File: config.mk
export PLATFORM = sky130hd
export DESIGN_NAME = mbox_pair
export DESIGN_NICKNAME = d
export VERILOG_FILES = /design/src/rtl/mbox_pkg.sv /design/src/rtl/mbox_ctrl.sv /design/src/rtl/mbox_datapath.sv /design/src/rtl/mbox_pair.sv
export SDC_FILE = /design/constraint.sdc
export NUM_CORES = 1
export LEC_CHECK = 0
export ABC_AREA = 1
export BUFFER_PORTS_ARGS = -buffer_cell sky130_fd_sc_hd__buf_2
export CORE_UTILIZATION = 35
export CTS_CLUSTER_SIZE = 10
export DETAILED_ROUTE_END_ITERATION = 8
export GPL_TIMING_DRIVEN = 0
export SLEW_MARGIN = 30
export SYNTH_ARGS = -nofsm -noshare
export SYNTH_HDL_FRONTEND = slang
export SYNTH_SLANG_ARGS = --single-unit
File: constraint.sdc
create_clock -name clk -period 1.7 [get_ports clk]
set_input_delay 0.255 -clock clk [delete_from_list [all_inputs] [get_ports clk]]
set_output_delay 0.255 -clock clk [all_outputs]
set_load 0.02 [all_outputs]
File: src/rtl/mbox_pkg.sv
package mbox_pkg;
  parameter int MB_DATA_W   = 16;
  parameter int MB_NUM_DATA = 8;
  parameter int MB_CMD_W    = 8;

  localparam int IDX_W  = $clog2(MB_NUM_DATA);
  localparam int OFF_W  = $clog2(MB_NUM_DATA + 3);
  localparam int ADDR_W = OFF_W + 1;

  localparam logic [OFF_W-1:0] OFF_GEN  = OFF_W'(MB_NUM_DATA);
  localparam logic [OFF_W-1:0] OFF_CMD  = OFF_W'(MB_NUM_DATA + 1);
  localparam logic [OFF_W-1:0] OFF_BUSY = OFF_W'(MB_NUM_DATA + 2);

  // write strobes for one mailbox direction
  typedef struct packed {
    logic             dataWe;
    logic             genWe;
    logic             cmdWe;
    logic [IDX_W-1:0] idx;
  } mbox_wr_t;

  // read request from one port
  typedef struct packed {
    logic             re;
    logic             dir;
    logic [OFF_W-1:0] off;
  } mbox_rd_t;
endpackage

File: src/rtl/mbox_ctrl.sv
module mbox_ctrl
  import mbox_pkg::*;
(
  input  logic                   clk,
  input  logic                   rstN,
  input  logic [1:0]             we,
  input  logic [1:0]             re,
  input  logic [1:0][ADDR_W-1:0] addr,
  output mbox_wr_t [1:0]         wrStb,
  output mbox_rd_t [1:0]         rdStb,
  output logic [1:0]             busy,
  output logic [1:0]             irq
);
  logic [1:0] bankIn;
  logic [1:0][OFF_W-1:0] off;
  logic [1:0] cmdWr, busyClr, cmdRd;

  // direction d is written by port d and consumed by the other port
  for (genvar d = 0; d < 2; d++) begin : g_dir
    localparam int PEER = 1 - d;

    assign bankIn[d] = addr[d][ADDR_W-1];
    assign off[d]    = addr[d][OFF_W-1:0];

    always_comb begin
      wrStb[d].dataWe = we[d] && !bankIn[d] && (off[d] < OFF_GEN);
      wrStb[d].genWe  = we[d] && !bankIn[d] && (off[d] == OFF_GEN);
      wrStb[d].cmdWe  = we[d] && !bankIn[d] && (off[d] == OFF_CMD);
      wrStb[d].idx    = off[d][IDX_W-1:0];
      rdStb[d].re     = re[d];
      rdStb[d].dir    = bankIn[d] ^ 1'(d);
      rdStb[d].off    = off[d];
    end

    assign cmdWr[d]   = wrStb[d].cmdWe;
    assign busyClr[d] = we[PEER] && bankIn[PEER] && (off[PEER] == OFF_BUSY);
    assign cmdRd[d]   = re[PEER] && bankIn[PEER] && (off[PEER] == OFF_CMD);

    always_ff @(posedge clk) begin
      if (!rstN) begin
        busy[d] <= 1'b0;
        irq[d]  <= 1'b0;
      end else begin
        if (cmdWr[d])        busy[d] <= 1'b1;
        else if (busyClr[d]) busy[d] <= 1'b0;
        if (cmdWr[d])        irq[d]  <= 1'b1;
        else if (cmdRd[d])   irq[d]  <= 1'b0;
      end
    end
  end
endmodule

File: src/rtl/mbox_datapath.sv
module mbox_datapath
  import mbox_pkg::*;
(
  input  logic                      clk,
  input  logic                      rstN,
  input  mbox_wr_t [1:0]            wrStb,
  input  mbox_rd_t [1:0]            rdStb,
  input  logic [1:0][MB_DATA_W-1:0] wdata,
  input  logic [1:0]                busy,
  output logic [1:0][MB_DATA_W-1:0] rdata
);
  logic [1:0][MB_NUM_DATA-1:0][MB_DATA_W-1:0] dataQ;
  logic [1:0][MB_DATA_W-1:0]                  genQ;
  logic [1:0][MB_CMD_W-1:0]                   cmdQ;
  logic [1:0][MB_DATA_W-1:0]                  rdNext;

  always_ff @(posedge clk) begin
    if (!rstN) begin
      dataQ <= '0;
      genQ  <= '0;
      cmdQ  <= '0;
    end else begin
      for (int d = 0; d < 2; d++) begin
        if (wrStb[d].dataWe) dataQ[d][wrStb[d].idx] <= wdata[d];
        if (wrStb[d].genWe)  genQ[d] <= wdata[d];
        if (wrStb[d].cmdWe)  cmdQ[d] <= wdata[d][MB_CMD_W-1:0];
      end
    end
  end

  for (genvar p = 0; p < 2; p++) begin : g_port
    always_comb begin
      rdNext[p] = '0;
      if (rdStb[p].off < OFF_GEN)
        rdNext[p] = dataQ[rdStb[p].dir][rdStb[p].off[IDX_W-1:0]];
      else if (rdStb[p].off == OFF_GEN)
        rdNext[p] = genQ[rdStb[p].dir];
      else if (rdStb[p].off == OFF_CMD)
        rdNext[p] = MB_DATA_W'(cmdQ[rdStb[p].dir]);
      else if (rdStb[p].off == OFF_BUSY)
        rdNext[p] = MB_DATA_W'(busy[rdStb[p].dir]);
    end

    always_ff @(posedge clk) begin
      if (!rstN)            rdata[p] <= '0;
      else if (rdStb[p].re) rdata[p] <= rdNext[p];
    end
  end
endmodule

File: src/rtl/mbox_pair.sv
module mbox_pair
  import mbox_pkg::*;
(
  input  logic                 clk,
  input  logic                 rstN,
  input  logic [ADDR_W-1:0]    hostAddr,
  input  logic                 hostWe,
  input  logic                 hostRe,
  input  logic [MB_DATA_W-1:0] hostWdata,
  output logic [MB_DATA_W-1:0] hostRdata,
  output logic                 hostIrq,
  input  logic [ADDR_W-1:0]    dspAddr,
  input  logic                 dspWe,
  input  logic                 dspRe,
  input  logic [MB_DATA_W-1:0] dspWdata,
  output logic [MB_DATA_W-1:0] dspRdata,
  output logic                 dspIrq
);
  mbox_wr_t [1:0] wrStb;
  mbox_rd_t [1:0] rdStb;
  logic [1:0] busyVec, irqVec;
  logic [1:0][MB_DATA_W-1:0] rdVec;

  // index 0: host port / host-to-DSP mailbox, index 1: DSP port / DSP-to-host mailbox
  mbox_ctrl u_ctrl (
    .clk   (clk),
    .rstN  (rstN),
    .we    ({dspWe, hostWe}),
    .re    ({dspRe, hostRe}),
    .addr  ({dspAddr, hostAddr}),
    .wrStb (wrStb),
    .rdStb (rdStb),
    .busy  (busyVec),
    .irq   (irqVec)
  );

  mbox_datapath u_dp (
    .clk   (clk),
    .rstN  (rstN),
    .wrStb (wrStb),
    .rdStb (rdStb),
    .wdata ({dspWdata, hostWdata}),
    .busy  (busyVec),
    .rdata (rdVec)
  );

  assign hostRdata = rdVec[0];
  assign dspRdata  = rdVec[1];
  assign dspIrq    = irqVec[0];
  assign hostIrq   = irqVec[1];
endmodule

==> results by stage <==
Clock network:
- Counting every sink on the clock net gives 340.
- TritonCTS built the clock tree.
- The cell at the root of the clock tree is sky130_fd_sc_hd__clkbuf_16.
- The number of clock buffers added by TritonCTS is 43.
- The insertion delay to the later sink of the worst-skew pair is 0.61 ns.
- The H-tree generated during clock tree synthesis spans 2 levels.
- After clock tree synthesis, the clock-pin slew on the worst setup and hold paths is 0.06 ns.
- The clock passes through at most 3 buffers.

Timing:
- Setup repair after global routing could not meet its margin everywhere.
- The pin slew with the least headroom to its limit is 1.06 ns.
- The number of endpoints with negative hold slack in the final report was 0.
- The tightest hold path in the finished design has a slack of 0.0197 ns.
- Between clock sinks in the finished design, the worst skew comes to 0.0250 ns.
- Once routing completed, OpenROAD measured the worst setup slack at -0.0947 ns.
- Setup violations remaining at the end of the flow were counted as 14.
- The share of the cycle needed by the critical path after routing is 1.06.
- The number of pins exceeding their max-slew limit in the final report was 0.
- Measured against its own limit, the worst slew margin works out to 0.293.
- The final period demand of the worst path is 1.79 ns.
- The final total negative setup slack is -0.367 ns.
- Static timing analysis puts the maximum clock frequency at 557 MHz.

Synth:
- The multiplexer fraction of the synthesized cell area is 0.
- The cell area that synthesis handed to floorplanning was 17700 µm².
- The share of synthesized cell area in full adder, half adder and majority cells is 0.
- A synthesized cell averages 6.33 µm².
- Yosys mapped the design onto 22 distinct sky130hd cell types.
- The net count after synthesis is 2852.
- The share of synthesized area in the top cell type comes to 0.384.
- The xor and xnor fraction of the mapped netlist area is 0.
- The total of flip-flops plus latches after synthesis is 340.
- The synthesized design spends more area on one cell type than any other, namely sky130_fd_sc_hd__dfxtp_1.
- Of the total synthesized cell area, the portion taken by AND, OR, NAND and NOR gates is 0.240.
- The yosys synthesis warning count is 0.
- The combinational family with the most area after synthesis is compound AO/OA/AOI/OAI gates.
- The instance count of the mapped netlist is 2804.
- The share of the Yosys chip area taken by registers is 0.384.
- Ranked by total cell area, the synthesized netlist is headed by sky130_fd_sc_hd__dfxtp_1 (38%), sky130_fd_sc_hd__nand2_1 (14%), sky130_fd_sc_hd__o21ai_0 (13%).
- The post-synthesis compound-gate area fraction was 0.262.

Placed design:
- The placed standard-cell area is 18900 µm².
- The port buffer count is 58.
- Routability-driven placement finished with a final weighted congestion of 1.08.
- The HPWL reported at the end of detailed placement is 85600 µm.

Die:
- The floorplan has 82 rows.
- The starting density of the core is 0.354.
- The die is 227 µm wide.
- The die is 227 µm tall.
- The die covers 51600 µm².
- 82 I/O pins were placed.
- The floorplan step defined a core boundary enclosing 50100 µm².

Finish:
- The post-route cell area is 20600 µm².
- The most frequent standard cell in the layout excluding fill and tap cells is sky130_fd_sc_hd__nand2_1.
- The final-layout fill cell count is 5603.
- Leaving out fill and tap cells, the most frequent cells in the layout are sky130_fd_sc_hd__nand2_1 (673), sky130_fd_sc_hd__o21ai_0 (459), sky130_fd_sc_hd__dfxtp_1 (340).
- The net total in the final layout is 2960.
- In the final layout, the share of cells above drive strength 1 is 0.107.
- Relative to the synthesized area, the layout overhead comes to 16.2%.

GRT:
- The via count of the first global-routing pass came to 20.3k.
- The first-pass GRT wire length is 162000 µm.
- For this run the aggregate overflow at the end of global routing stands at 0.
- The maximum number of pins on one net before global-route repair is 12.
- The number of antenna violations at the first check in global routing is 12.
- The all-layer global routing usage is 0.461.

Setup path:
- The worst register-to-register path begins at u_dp.dataQ[157]$_SDFFE_PN0P_.
- The critical path starts at dspAddr[0].
- STA classifies the critical path startpoint as an input pin.
- STA puts the critical path data required time at 2.16 ns.
- The critical path endpoint is u_dp.rdata[23]$_SDFFE_PN0P_.
- The critical register-to-register path endpoint is u_dp.rdata[13]$_SDFFE_PN0P_.
- STA classifies the critical path endpoint as a flip-flop.
- The category of the most critical setup path is in -> reg.
- The top fanout value on the critical path is 10.
- The worst register-to-register path has a setup slack of 0.03 ns.
- The critical path arrival is 2.25 ns.
- The logic depth of the worst register-to-register path is 8.

Power and ir drop:
- The combinational power share is 0.157.
- The switching power total is 6500 µW.
- The analysis attributes to cell leakage a power of 0.00845 µW.
- Of the total power, registers draw 0.404.
- The internal power summed over all cells is 13800 µW.
- The maximum resistive drop on vdd is 0.736 mV.
- The fraction of power consumed by the clock network is 0.439.
- In this run the power density over the cells is 983 nW/µm².
- The switching power as a share of total power is 0.321.
- The total power is 20300 µW.

Detailed routing:
- The first-iteration detailed-routing DRC count is 3271.
- The first detailed-routing pass took 7 iterations.
- The total number of vias is 21.9k.
- Dividing the detail-routed via count by the number of cells gives 6.06.
- The count of nets left with antenna violations once routing finished came out at 0.
- The final routed DRC violation total is 0.
- The wire length after detailed routing is 120000 µm.
- After detailed routing, the average wire length per cell comes to 33.2 µm.

Run status:
- The final reports fail on negative setup slack.
- The flow ran to the end, but the final reports show violations.

Job:
- Max-cap violations in this run came to 0.

Min path:
- The path category of the worst min-delay check is in -> reg.
-- cells in the mapped netlist --
master / count
sky130_fd_sc_hd__clkinv_1: 2
sky130_fd_sc_hd__inv_1: 283
sky130_fd_sc_hd__nor2_2: 7
sky130_fd_sc_hd__buf_2: 66
sky130_fd_sc_hd__nor2_1: 215
sky130_fd_sc_hd__clkbuf_2: 1
sky130_fd_sc_hd__buf_4: 1
sky130_fd_sc_hd__o21a_1: 2
sky130_fd_sc_hd__dfxtp_1: 340
sky130_fd_sc_hd__nor2_4: 6
sky130_fd_sc_hd__buf_6: 2
sky130_fd_sc_hd__nand2_1: 678
sky130_fd_sc_hd__o211ai_1: 68
sky130_fd_sc_hd__a21oi_1: 333
sky130_fd_sc_hd__buf_1: 13
sky130_fd_sc_hd__clkbuf_1: 129
sky130_fd_sc_hd__nand2_2: 6
sky130_fd_sc_hd__a31oi_1: 16
sky130_fd_sc_hd__o21ai_0: 471
sky130_fd_sc_hd__inv_2: 13
sky130_fd_sc_hd__nand3_1: 150
sky130_fd_sc_hd__nand4_1: 2
-- cell families after synthesis --
group	after synthesis
AND/OR/NAND/NOR	1064
AO/OA/AOI/OAI	890
flip-flops	340
buffers and inverters	510
-- worst min path at each step --
| stage | startpoint | end | slack (ns) | cells after the start |
|---|---|---|---|---|
| finish | dspWe | u_ctrl.busy[0]$_SDFFE_PN0P_ | 0.02 | 4 |
| global route | dspWe | u_ctrl.busy[0]$_SDFFE_PN0P_ | 0.05 | 4 |
| CTS | dspWe | u_ctrl.busy[0]$_SDFFE_PN0P_ | 0.008 | 4 |
| detailed placement | u_dp.rdata[1]$_SDFFE_PN0P_ | u_dp.rdata[1]$_SDFFE_PN0P_ | 0.46 | 2 |
| global placement | u_dp.dataQ[39]$_SDFFE_PN0P_ | u_dp.dataQ[39]$_SDFFE_PN0P_ | 0.45 | 2 |
| floorplan | hostWdata[8] | u_dp.dataQ[56]$_SDFFE_PN0P_ | 0.39 | 2 |
-- metrics by stage --
step | utilization | std cells | worst slack, ns
after floorplan | - | 2804 | 0.209
after global placement | 0.377 | 3534 | -1.48
after detailed placement | 0.378 | 3534 | -1.12
after CTS | 0.408 | 3606 | 0.00313
after global routing | 0.411 | 3609 | -0.0127
final | 0.412 | 3614 | -0.0947
-- repair_timing --
item	CTS	global route
pin swaps	1	2
setup endpoints to repair	212	91
resized for setup	87	71
hold buffers	0	0
setup buffers	2	3
-- sequential cells by signal, summed over array words and instances (netlist names) --
name / cells
u_dp.cmdQ: 16
u_dp.rdata: 32
u_dp.dataQ: 256
u_ctrl.irq: 2
u_ctrl.busy: 2
u_dp.genQ: 32
-- routing by layer --
metal / vias to the layer above / part of all wire / GRT usage
met5: - / 0.00034 / 0
met4: 6 / 0.086 / 0.352
met3: 485 / 0.12 / 0.136
met2: 1650 / 0.41 / 0.670
met1: 10418 / 0.38 / 0.570
li1: 9359 / - / -
-- power groups by stage --
| stage | clock [µW] | sequential [µW] | combinational (µW) |
|---|---|---|---|
| CTS | 8830 | 8180 | 2960 |
| detailed placement | 0 | 8360 | 2890 |
| global placement | 0 | 8350 | 2880 |
| finish | 8890 | 8180 | 3180 |
| global route | 9130 | 8190 | 3210 |
| floorplan | 0 | 8390 | 1300 |
-- cell type report --
cell class | count | area [µm²] | area share
multi-input cells | 1954 | 9060 | 0.440
flip-flops and latches | 340 | 6810 | 0.330
clock buffers | 64 | 1240 | 0.0600
plain buffers | 212 | 1140 | 0.0554
inverters | 298 | 1120 | 0.0544
well taps | 672 | 841 | 0.0408
repair buffers | 63 | 340 | 0.0165
clock inverters | 6 | 47.5 | 0.00231
diodes | 5 | 12.5 | 0.000607
-- worst max-delay path, cell delays in order --
cell,delay (ns)
sky130_fd_sc_hd__buf_2,0.27
sky130_fd_sc_hd__buf_2,0.59
sky130_fd_sc_hd__nand3_1,0.23
sky130_fd_sc_hd__nand3_1,0.13
sky130_fd_sc_hd__nand2_1,0.15
sky130_fd_sc_hd__nor2_1,0.25
sky130_fd_sc_hd__nand2_1,0.15
sky130_fd_sc_hd__nand2_1,0.13
sky130_fd_sc_hd__a21oi_1,0.07
(Power assumes the default switching activity.)
